File: config.mk
export PLATFORM = sky130hd
export DESIGN_NAME = interval_strobe_gen
export DESIGN_NICKNAME = d
export VERILOG_FILES = /design/src/rtl/seqtime_pkg.sv /design/src/rtl/seq_ring.sv /design/src/rtl/strobe_matrix.sv /design/src/rtl/interval_strobe_gen.sv
export SDC_FILE = /design/constraint.sdc
export NUM_CORES = 1
export LEC_CHECK = 0
export BUFFER_PORTS_ARGS = -buffer_cell sky130_fd_sc_hd__buf_2
export CAP_MARGIN = 20
export CORE_UTILIZATION = 54
export CTS_BUF_LIST = sky130_fd_sc_hd__clkbuf_4
export CTS_CLUSTER_DIAMETER = 100
export DETAILED_ROUTE_END_ITERATION = 8
export PLACE_DENSITY = 0.83
export SLEW_MARGIN = 10
export SYNTH_ARGS = -nofsm -noshare
export SYNTH_HDL_FRONTEND = slang
export SYNTH_SLANG_ARGS = --single-unit
File: constraint.sdc
create_clock -name clk -period 2.5 [get_ports clk]
set_clock_uncertainty 0.15 [all_clocks]
set_input_delay 0.375 -clock clk [delete_from_list [all_inputs] [get_ports clk]]
set_output_delay 0.375 -clock clk [all_outputs]
set_load 0.005 [all_outputs]
File: src/rtl/seqtime_pkg.sv
package seqtime_pkg;
  localparam int unsigned DEF_FAST_LEN = 4;
  localparam int unsigned DEF_SLOW_LEN = 6;
endpackage

File: src/rtl/seq_ring.sv
module seq_ring #(
  parameter int unsigned LEN = 4
) (
  input  logic           clk,
  input  logic           rst,
  input  logic           adv,
  output logic [LEN-1:0] state_q,
  output logic [LEN-1:0] state_nxt
);
  // rotate toward the higher bit; the top stage feeds back to stage 0
  always_comb begin
    if (adv) state_nxt = {state_q[LEN-2:0], state_q[LEN-1]};
    else     state_nxt = state_q;
  end

  always_ff @(posedge clk) begin
    if (rst) state_q <= LEN'(1);
    else     state_q <= state_nxt;
  end
endmodule

File: src/rtl/strobe_matrix.sv
module strobe_matrix #(
  parameter int unsigned FAST_LEN = 4,
  parameter int unsigned SLOW_LEN = 6,
  localparam int unsigned NUM_IV  = FAST_LEN * SLOW_LEN
) (
  input  logic                clk,
  input  logic                rst,
  input  logic [FAST_LEN-1:0] fast_nxt,
  input  logic [SLOW_LEN-1:0] slow_nxt,
  output logic [NUM_IV-1:0]   strobe_q
);
  logic [FAST_LEN-1:0] fast_low;
  logic [SLOW_LEN-1:0] slow_low;
  logic [NUM_IV-1:0]   gate;

  assign fast_low = ~fast_nxt;
  assign slow_low = ~slow_nxt;

  // one NOR per (slow, fast) pair; the strobe is high only when both low-true lines are low
  for (genvar s = 0; s < SLOW_LEN; s++) begin : g_slow
    for (genvar f = 0; f < FAST_LEN; f++) begin : g_fast
      assign gate[s*FAST_LEN + f] = ~(fast_low[f] | slow_low[s]);
    end
  end

  always_ff @(posedge clk) begin
    if (rst) strobe_q <= NUM_IV'(1);
    else     strobe_q <= gate;
  end
endmodule

File: src/rtl/interval_strobe_gen.sv
module interval_strobe_gen
  import seqtime_pkg::*;
#(
  parameter int unsigned FAST_LEN = DEF_FAST_LEN,
  parameter int unsigned SLOW_LEN = DEF_SLOW_LEN,
  localparam int unsigned NUM_IV  = FAST_LEN * SLOW_LEN
) (
  input  logic                clk,
  input  logic                rst,
  input  logic                tick_i,
  output logic [NUM_IV-1:0]   interval_o,
  output logic [FAST_LEN-1:0] fast_o,
  output logic [SLOW_LEN-1:0] slow_o
);
  logic [FAST_LEN-1:0] fast_q, fast_nxt;
  logic [SLOW_LEN-1:0] slow_q, slow_nxt;
  logic                slow_adv;

  seq_ring #(.LEN(FAST_LEN)) u_fast (
    .clk(clk), .rst(rst), .adv(tick_i),
    .state_q(fast_q), .state_nxt(fast_nxt)
  );

  // the slow ring steps on the tick that carries the fast ring out of its top stage
  assign slow_adv = tick_i & fast_q[FAST_LEN-1];

  seq_ring #(.LEN(SLOW_LEN)) u_slow (
    .clk(clk), .rst(rst), .adv(slow_adv),
    .state_q(slow_q), .state_nxt(slow_nxt)
  );

  // strobes are built from next-state values so they register on the same edge as the rings
  strobe_matrix #(.FAST_LEN(FAST_LEN), .SLOW_LEN(SLOW_LEN)) u_matrix (
    .clk(clk), .rst(rst),
    .fast_nxt(fast_nxt), .slow_nxt(slow_nxt),
    .strobe_q(interval_o)
  );

  assign fast_o = fast_q;
  assign slow_o = slow_q;
endmodule

==> flow_summary.ini <==
[synthesis]
ys_top_cells_by_area = dfxtp_1 61%, a211oi_1 16%, a21bo_4 4.4%, mux2i_1 3.6%, nand3_1 3.2%
yosysSeqAreaShare = 0.615
syn_avg_cell_area_um2 = 12.0
netlist_area_um2 = 1110
synth-seq-cells = 34
synthCells = 92
synth_nets = 95
synthDistinctLibCells = 15
synth_top_area_cell = dfxtp_1
ys_warn_count = 0
synth_top_cell_area_share = 0.615

[cts]
cts_tree = yes
clkSinkCount = 34
worst_skew_pair.late_latency_ps = 320
cts_setup_buffers = 0
cts-root-buf = clkbuf_4
post_cts_resized = 0
clockBufferDepth = 2
clk_pin_slew_ps = 90
ctsHtreeMaxLevel = 2
postCtsHoldBufs = 0
cts_buffers = 5

[detailed_routing]
final_antenna_net_count = 0
dr.first_iter.drc_count = 26
drt_pass1_iterations = 4
wl_per_cell_um = 13.2
drcViolationCount = 0
wirelength_mm = 2.08
vias = 868
drt-vias-per-instance = 5.53

[global_route]
grt_pass1_wl_mm = 2.95
grt_util_all_layers = 0.206
grt-ovfl-total = 0
met2_usage = 0.268
busiest_layer = met1
grt_pass1_vias = 632
grt_use_met3 = 0.104
antenna_found_initial = 0
grt_max_degree = 33
met1_usage = 0.285

[critical_path]
crit_path_cell_trace = buf_2
critical-path-max-stage-delay_ps = 710
regToRegSetupSlack_ps = 880
crit_type = reg2out
cpLargestDelayFamily = flip-flops
crit_path_start_kind = flop
crit_fanout = 15
path_buf_inv = 1
crit_required_ps = 1980
arrival_ps = 1230
cp_slowest_cell = dfxtp_1
end_kind = output port

[placement]
place_ws_ps = 721
dp.cells = 149
portBuffers = 36
place.gp.congestion = 0.731

[floorplan]
start_util = 0.570
ios = 37
die_h_um = 47.3
coreArea_um2 = 1940
placementRows = 16
die_w_um = 47.3
dieArea_um2 = 2240

[sta]
final.min_clock_period_ps = 1760
hold_violations = 0
whs_ps = 365
slew_headroom = 0.514
fin_crit_sh = 0.704
fin_setup_tns_ps = 0
setup_viol = 0
max_clock_freq_ghz = 0.568
report.final.slew_viol_count = 0
worst_pin_slew_ps = 708
rsz0062_at_grt = no
fin_ws_ps = 740

[run_status]
status = finished, final reports clean

[final_layout]
drive_gt1_frac = 0.377
final_nets = 132
area_growth_pct = 20.1
finalNonFillerCells = 157
antenna_cells = 0

[job]
cap_violations = 0

[power]
p_leak_nw = 0.592
vdd_drop_max_mv = 0.401
power.density_nw_per_um2 = 666

[worst_hold_path]
hp-class = in2reg
cells in the mapped netlist:
master	n
dfxtp_1	34
a21bo_2	3
mux2i_1	4
buf_6	1
clkbuf_1	3
nand3_1	7
buf_8	1
a21bo_4	3
inv_1	1
nor2_1	3
a211oi_1	23
nand2_1	2
buf_4	1
o211ai_1	1
a21oi_1	5
layer usage:
metal | share of wire | up-vias
met5 | 0 | -
met4 | 0.013 | 0
met3 | 0.074 | 6
met2 | 0.48 | 41
met1 | 0.43 | 404
li1 | - | 417
final cells by class:
| class | count | area, um2 |
|---|---|---|
| flip-flops and latches | 34 | 681 |
| fillers | 160 | 612 |
| multi-input cells | 51 | 378 |
| repair buffers | 36 | 180 |
| clock buffers | 6 | 45.0 |
| well taps | 27 | 33.8 |
| clock inverters | 2 | 8.76 |
| inverters | 1 | 3.75 |
layout by cell type, fill, tap and decap left out, drive strengths merged:
master and count:
clkinv 2, a21oi 5, inv 1, clkbuf 6, a211oi 23, mux2i 4, buf 36, a21bo 6
dfxtp 34, nand3 7, nand2 2, o211ai 1, nor2 3
sequential cells by signal, indices dropped and copies added (netlist names), named ones only:
| signal | flops |
|---|---|
| u_matrix.strobe_q | 24 |
| u_slow.state_q | 5 |
| u_fast.state_q | 4 |
cells by family (layout without fill, tap and decap cells):
logic type / after synthesis / after routing / synth area share
buf+inv: 7 / 45 / 0.0441
simple gates: 12 / 12 / 0.0486
compound gates: 35 / 35 / 0.257
flops: 34 / 34 / 0.615
mux: 4 / 4 / 0.0362
path summary, 6_finish.rpt:
check,from,depth (start not counted),endpoint
setup / recovery,u_fast.state_q[3]$_SDFF_PP0_,1,fast_o[3]
hold / removal,rst,2,u_fast.state_q[3]$_SDFF_PP0_
setup reg to reg,u_fast.state_q[3]$_SDFF_PP0_,2,u_matrix.strobe_q[11]$_SDFF_PP0_
hold reg to reg,u_fast.state_q[0]$_SDFF_PP1_,2,u_matrix.strobe_q[0]$_SDFF_PP1_
stage by stage:
stage	total power [mW]	utilization	cell area, um2
after floorplan	0.598	-	1110
after global placement	0.609	0.657	1280
after detailed placement	0.610	0.657	1280
after CTS	0.889	0.685	1330
after global routing	0.921	0.685	1330
final	0.886	0.685	1330
where the power goes:
part | leakage, nW | internal (mW) | switching [mW] | total (mW)
Combinational | 0.284 | 0.0135 | 0.0306 | 0.0441
Clock | 0.0331 | 0.117 | 0.171 | 0.287
Sequential | 0.275 | 0.549 | 0.00546 | 0.555
Total | 0.592 | 0.679 | 0.207 | 0.886
No activity file was read; power rests on OpenSTA's default activity.
